$ cat config.mk
export PLATFORM = sky130hd
export DESIGN_NAME = cla_adder
export DESIGN_NICKNAME = d
export VERILOG_FILES = /design/src/rtl/cla_pkg.sv /design/src/rtl/cla_bit_pg.sv /design/src/rtl/cla_pg_merge.sv /design/src/rtl/cla_carry_step.sv /design/src/rtl/cla_sum.sv /design/src/rtl/cla_adder.sv
export SDC_FILE = /design/constraint.sdc
export NUM_CORES = 1
export LEC_CHECK = 0
export ABC_CLOCK_PERIOD_IN_PS = 3100
export BUFFER_PORTS_ARGS = -buffer_cell sky130_fd_sc_hd__buf_4
export CAP_MARGIN = 25
export CORE_AREA = 2 2 39 41
export DETAILED_ROUTE_END_ITERATION = 6
export DIE_AREA = 0 0 41 43
export GPL_TIMING_DRIVEN = 1
export SYNTH_ARGS = -nofsm -noshare
export SYNTH_HDL_FRONTEND = slang
export SYNTH_SLANG_ARGS = --single-unit
$ cat constraint.sdc
create_clock -name vclk -period 3.1
set_input_delay 0.62 -clock vclk [all_inputs]
set_output_delay 0.62 -clock vclk [all_outputs]
set_load 0.02 [all_outputs]
$ cat src/rtl/cla_pkg.sv
package cla_pkg;

  // Number of trailing zero bits of a positive integer.
  function automatic int trail_zeros(input int v);
    int n;
    int x;
    n = 0;
    x = v;
    while ((x > 0) && ((x % 2) == 0)) begin
      x = x / 2;
      n = n + 1;
    end
    return n;
  endfunction

  // First node index of tree level k in the flat node array.
  // Level 0 holds W single-bit nodes, level k holds W>>k nodes.
  function automatic int level_base(input int w, input int k);
    return 2 * w - 2 * (w >> k);
  endfunction

endpackage

$ cat src/rtl/cla_bit_pg.sv
module cla_bit_pg #(
  parameter int W = 8
) (
  input  logic [W-1:0] a,
  input  logic [W-1:0] b,
  output logic [W-1:0] p,
  output logic [W-1:0] g
);
  for (genvar i = 0; i < W; i++) begin : g_bit
    assign p[i] = a[i] ^ b[i];
    assign g[i] = a[i] & b[i];
  end
endmodule

$ cat src/rtl/cla_pg_merge.sv
module cla_pg_merge (
  input  logic lo_p,
  input  logic lo_g,
  input  logic hi_p,
  input  logic hi_g,
  output logic p,
  output logic g
);
  logic pass_lo;
  assign p       = lo_p & hi_p;
  assign pass_lo = hi_p & lo_g;
  assign g       = hi_g | pass_lo;
endmodule

$ cat src/rtl/cla_carry_step.sv
module cla_carry_step (
  input  logic grp_p,
  input  logic grp_g,
  input  logic ci,
  output logic co
);
  logic pass_ci;
  assign pass_ci = grp_p & ci;
  assign co      = grp_g | pass_ci;
endmodule

$ cat src/rtl/cla_sum.sv
module cla_sum #(
  parameter int W = 8
) (
  input  logic [W-1:0] p,
  input  logic [W-1:0] ci,
  output logic [W-1:0] s
);
  for (genvar i = 0; i < W; i++) begin : g_xor
    assign s[i] = p[i] ^ ci[i];
  end
endmodule

$ cat src/rtl/cla_adder.sv
module cla_adder #(
  parameter int W = 8
) (
  input  logic [W-1:0] a,
  input  logic [W-1:0] b,
  input  logic         cin,
  output logic [W-1:0] sum,
  output logic         cout
);
  import cla_pkg::*;

  localparam int LEVELS = $clog2(W);
  localparam int NODES  = 2 * W - 1;

  // Flat tree: level 0 nodes are single bits, the last node spans the word.
  logic [NODES-1:0] grp_p;
  logic [NODES-1:0] grp_g;
  logic [W:0]       c;

  cla_bit_pg #(.W(W)) u_pg (
    .a (a),
    .b (b),
    .p (grp_p[W-1:0]),
    .g (grp_g[W-1:0])
  );

  // Group tree: each node merges two adjacent nodes of the level below.
  for (genvar k = 1; k <= LEVELS; k++) begin : g_lvl
    for (genvar m = 0; m < (W >> k); m++) begin : g_node
      localparam int CHILD  = level_base(W, k - 1) + 2 * m;
      localparam int PARENT = level_base(W, k) + m;
      cla_pg_merge u_merge (
        .lo_p (grp_p[CHILD]),
        .lo_g (grp_g[CHILD]),
        .hi_p (grp_p[CHILD + 1]),
        .hi_g (grp_g[CHILD + 1]),
        .p    (grp_p[PARENT]),
        .g    (grp_g[PARENT])
      );
    end
  end

  assign c[0] = cin;

  // Carry j uses the largest aligned group ending at bit j-1 and the carry
  // entering that group, which is a multiple of the group size.
  for (genvar j = 1; j <= W; j++) begin : g_carry
    localparam int T    = trail_zeros(j);
    localparam int SRC  = j - (1 << T);
    localparam int NODE = level_base(W, T) + (SRC >> T);
    cla_carry_step u_step (
      .grp_p (grp_p[NODE]),
      .grp_g (grp_g[NODE]),
      .ci    (c[SRC]),
      .co    (c[j])
    );
  end

  cla_sum #(.W(W)) u_sum (
    .p  (grp_p[W-1:0]),
    .ci (c[W-1:0]),
    .s  (sum)
  );

  assign cout = c[W];
endmodule

==> results.cfg, run 1 <==
[global_route]
gr-total-overflow = 0
grtUsageTotal_pct = 8.918
grt_pass1_vias = 318
antenna_found_initial = 0
grt_max_degree = 5
grt_pass1_wl_um = 1186

[power_and_ir_drop]
power_uw = 146.0
p_leak_uw = 0.0003066
power_density_nw_per_um2 = 254.9
ir_drop_uv = 96.63

[final_layout]
register_area_um2 = 0
nFlopsAndLatches = 0
drive_gt1_share_pct = 49.21
stdcell_area_um2 = 573.1
areaGrowthSynthToFinish_pct = 61.27
layout.nets = 94
nClkBuffers = 0
diodes = 0

[floorplan]
die_area_um2 = 1763
io_pins = 26
floorplan.rows = 14
start_util_pct = 25.68
dieHeight_um = 43
core_um2 = 1384
fp.dieW_um = 41

[worst_setup_path]
cp.arrival_ns = 2.35
worst-path-max-fanout = 2
crit_chain = buf_4 > ha_1 > a211oi_2 > o21bai_2 > a2111oi_4 > a21oi_1 > fa_2 > buf_4
endpoint_kind = output port
critPathRequiredTime_ns = 2.48
cp_slowest_cell = fa_2
max_stage_delay_ns = 0.53
crit_top_cell = buf_4
critPathLaunchType = primary input
critical_path_class = in -> out

[sta]
fin_crit_sh_pct = 95.79
hold_violations = 0
tns_ns = 0
tightest_slew_ns = 0.2694
max_freq_mhz = 336.8
period_minus_slack_ns = 2.969
drv_slew = 0
final-setup-viol-count = 0
slew_headroom_pct = 82.04
rsz0062_at_grt = false

[yosys]
yosysSeqAreaShare_pct = 0
yosys.cell_types.count = 15
synth_most_common_cell = ha_1
synth_common_cells = ha_1, inv_1, a21oi_1, fa_1
syn_area_um2 = 355.3
yosys_warnings = 0
synthCells = 37
synth_area_leader_cell = ha_1
syn_avg_cell_area_um2 = 9.604
synth.area.top_cells = ha_1, fa_1, a2111oi_4
synth_top_area_share_pct = 28.17
syn-num-nets = 66

[routing]
post_drt_wl_per_cell_um = 8.975
postRouteWirelength_um = 709
vias_per_cell = 4.430
drt-initial-drc-count = 1
antenna_left = 0
firstDrtPassIters = 2
drc = 0
vias = 350

[status]
status = finished, final reports clean

[run]
cap_viol_max_count = 0

[min_path]
min_path_type = in -> out

[placement]
port_buffers = 26
hpwl_um = 681.4
detailed_place.area_um2 = 570.5
gp_congestion = 0.6020

[clock_tree]
holdBufCountCts = 0
-- what timing repair did --
action | CTS | global route
gates resized for setup | 0 | 1
endpoints found under the setup margin | 0 | 1
endpoints found under the hold margin | 0 | 0
buffers inserted | 0 | 0
-- per-stage QoR --
step           setup slack (ns)  hold WS, ns  instances  utilization, %
2_1_floorplan            0.1978        1.496         37               -
3_3_place_gp            0.05972        1.613         79           41.23
3_5_place_dp            0.02703        1.619         79           41.23
4_1_cts                 0.02712        1.619         79           41.23
5_1_grt                 0.02400        1.651         79           41.41
6_report                 0.1306        1.622         79           41.41
-- where the power goes --
group,switching [uW],internal (uW)
logic,74.5,71.5
registers,0,0
clock network,0,0
-- cells by family (layout without fill, tap and decap cells) --
| family | after synthesis | in the layout | share of synthesized area, % |
|---|---|---|---|
| simple gates | 2 | 2 | 2.462 |
| buf+inv | 7 | 33 | 7.396 |
| compound gates | 12 | 12 | 29.58 |
| fa+ha+maj | 12 | 12 | 50.71 |
| xor+xnor | 4 | 4 | 9.861 |
-- cell type report --
class                           instances  area (um2)
Fill cell                             144       810.8
Multi-Input combinational cell         30       331.6
Timing Repair Buffer                   26       195.2
Inverter                                7       26.28
Tap cell                               16       20.02
-- cell usage in the layout, fill, tap and decap left out --
cell,Yosys,routed
o21ai_1,2,2
buf_4,0,26
inv_1,7,7
xor2_1,2,2
fa_2,0,1
ha_1,8,8
a211oi_2,1,1
a21o_1,1,1
xnor2_1,2,2
o21bai_2,1,1
nand3_1,1,1
a21o_2,1,1
a2111oi_4,1,1
a21oi_1,4,4
fa_1,4,3
o211ai_1,1,1
nand2_1,1,1
-- worst max-delay path: cells and delay by family --
family / cells / cell delay [ns]
buf+inv: 2 / 0.24
fa+ha+maj: 2 / 0.84
compound gates: 4 / 0.65
-- metal layers --
layer	share of wire, %	up-vias	GRT usage [%]
li1	-	182	-
met1	41	161	12.78
met2	55	7	15.31
met3	4.4	0	0
met4	0	0	0
met5	0	-	0
-- final timing paths --
check / from / end / depth (start not counted)
setup / recovery: a[0] / sum[6] / 8
hold / removal: b[2] / sum[2] / 3
Note: power is estimated with default switching activity, not from simulation.
==> run 2: changes to the inputs <==
--- a/config.mk
+++ b/config.mk
@@ -12,6 +12,7 @@
 export DETAILED_ROUTE_END_ITERATION = 6
 export DIE_AREA = 0 0 41 43
 export GPL_TIMING_DRIVEN = 1
+export RECOVER_POWER = 100
 export SYNTH_ARGS = -nofsm -noshare
 export SYNTH_HDL_FRONTEND = slang
 export SYNTH_SLANG_ARGS = --single-unit
==> results.cfg, run 2 (same netlist as run 1, synthesis figures left out) <==
[status]
status = finished, final reports clean

[routing]
vias = 352
dr.max_layer_used = met3
firstDrtPassIters = 4
post_drt_wl_per_cell_um = 8.924
drc = 0
drt-initial-drc-count = 1
antenna_left = 0
postRouteWirelength_um = 705
dr_wl_met3_um = 32
wl_met2_um = 382
vias_per_cell = 4.456
met1Wirelength_um = 290

[final_layout]
nClkBuffers = 0
layout_common_cells = buf_4, ha_1, inv_1
multiInputGateArea_um2 = 331.6
areaGrowthSynthToFinish_pct = 55.99
utilization_pct = 40.05
drive_gt1_share_pct = 41.27
register_area_um2 = 0
diodes = 0
layout.nets = 94
layout_commonest_cell = buf_4
nFlopsAndLatches = 0
fillCellCount = 148

[power_and_ir_drop]
power_density_nw_per_um2 = 243.9
power_uw = 135.2
p_leak_uw = 0.0002885
ir_drop_uv = 84.48

[worst_setup_path]
critPathLaunchType = primary input
crit_top_cell = buf_4
critical_path_class = in -> out
endpoint_kind = output port
worst-path-max-fanout = 2
crit_family = adder cells
critPathBufInv = 2
cp.arrival_ns = 2.35
critPathRequiredTime_ns = 2.48
cp_slowest_cell = fa_2
crit_chain = buf_4 > ha_1 > a211oi_2 > o21bai_2 > a2111oi_4 > a21oi_1 > fa_2 > buf_4
max_stage_delay_ns = 0.53

[sta]
fin_crit_sh_pct = 95.79
tns_ns = 0
max_freq_mhz = 336.8
timing.final.ws_setup_ns = 0.1306
period_minus_slack_ns = 2.969
drv_slew = 0
hold_violations = 0
tightest_slew_ns = 0.2694
final-setup-viol-count = 0
rsz0062_at_grt = false
slew_headroom_pct = 82.04

[floorplan]
fp.dieW_um = 41
start_util_pct = 25.68
dieHeight_um = 43
io_pins = 26
floorplan.rows = 14
die_area_um2 = 1763
core_um2 = 1384

[placement]
gp_congestion = 0.6020
hpwl_um = 681.4
port_buffers = 26
preCtsSetupSlack_ns = 0.02703

[global_route]
grt_max_degree = 5
gr-total-overflow = 0
grtUsageTotal_pct = 8.918
antenna_found_initial = 0
grt_pass1_vias = 318
grt_pass1_wl_um = 1186

[clock_tree]
holdBufCountCts = 0

[run]
cap_viol_max_count = 0

[min_path]
min_path_type = in -> out
-- run 2: routing by layer --
layer / vias up / track usage [%]
met1: 162 / 12.78
met5: - / 0
met2: 7 / 15.31
met4: 0 / 0
li1: 183 / -
met3: 0 / 0
-- run 2: worst paths after layout --
kind	from	to	slack (ns)	depth (start not counted)
worst max-delay path	a[0]	sum[6]	0.13	8
worst min-delay path	b[6]	sum[6]	1.65	3
-- run 2: where the power goes --
group | internal, uW | switching (uW) | leakage (uW) | total, uW
Clock | 0 | 0 | 0 | 0
Sequential | 0 | 0 | 0 | 0
Combinational | 60.9 | 74.2 | 0.000288 | 135
Total | 60.9 | 74.2 | 0.000288 | 135
-- run 2: timing repair --
action | in CTS | in global routing
gates resized for setup | 0 | 1
buffers inserted | 0 | 0
setup endpoints to repair | 0 | 1
-- run 2: area by class of cell --
cell class | count | area share [%]
Inverter | 7 | 4.740
Multi-Input combinational cell | 30 | 59.82
Tap cell | 16 | 3.612
Timing Repair Buffer | 26 | 31.83
-- run 2: metrics by stage --
| stage | instance area (um2) | cells | hold slack (ns) |
|---|---|---|---|
| 2_1_floorplan | 355.3 | 37 | 1.496 |
| 3_3_place_gp | 570.5 | 79 | 1.613 |
| 3_5_place_dp | 570.5 | 79 | 1.619 |
| 4_1_cts | 570.5 | 79 | 1.619 |
| 5_1_grt | 554.3 | 79 | 1.665 |
| 6_report | 554.3 | 79 | 1.650 |
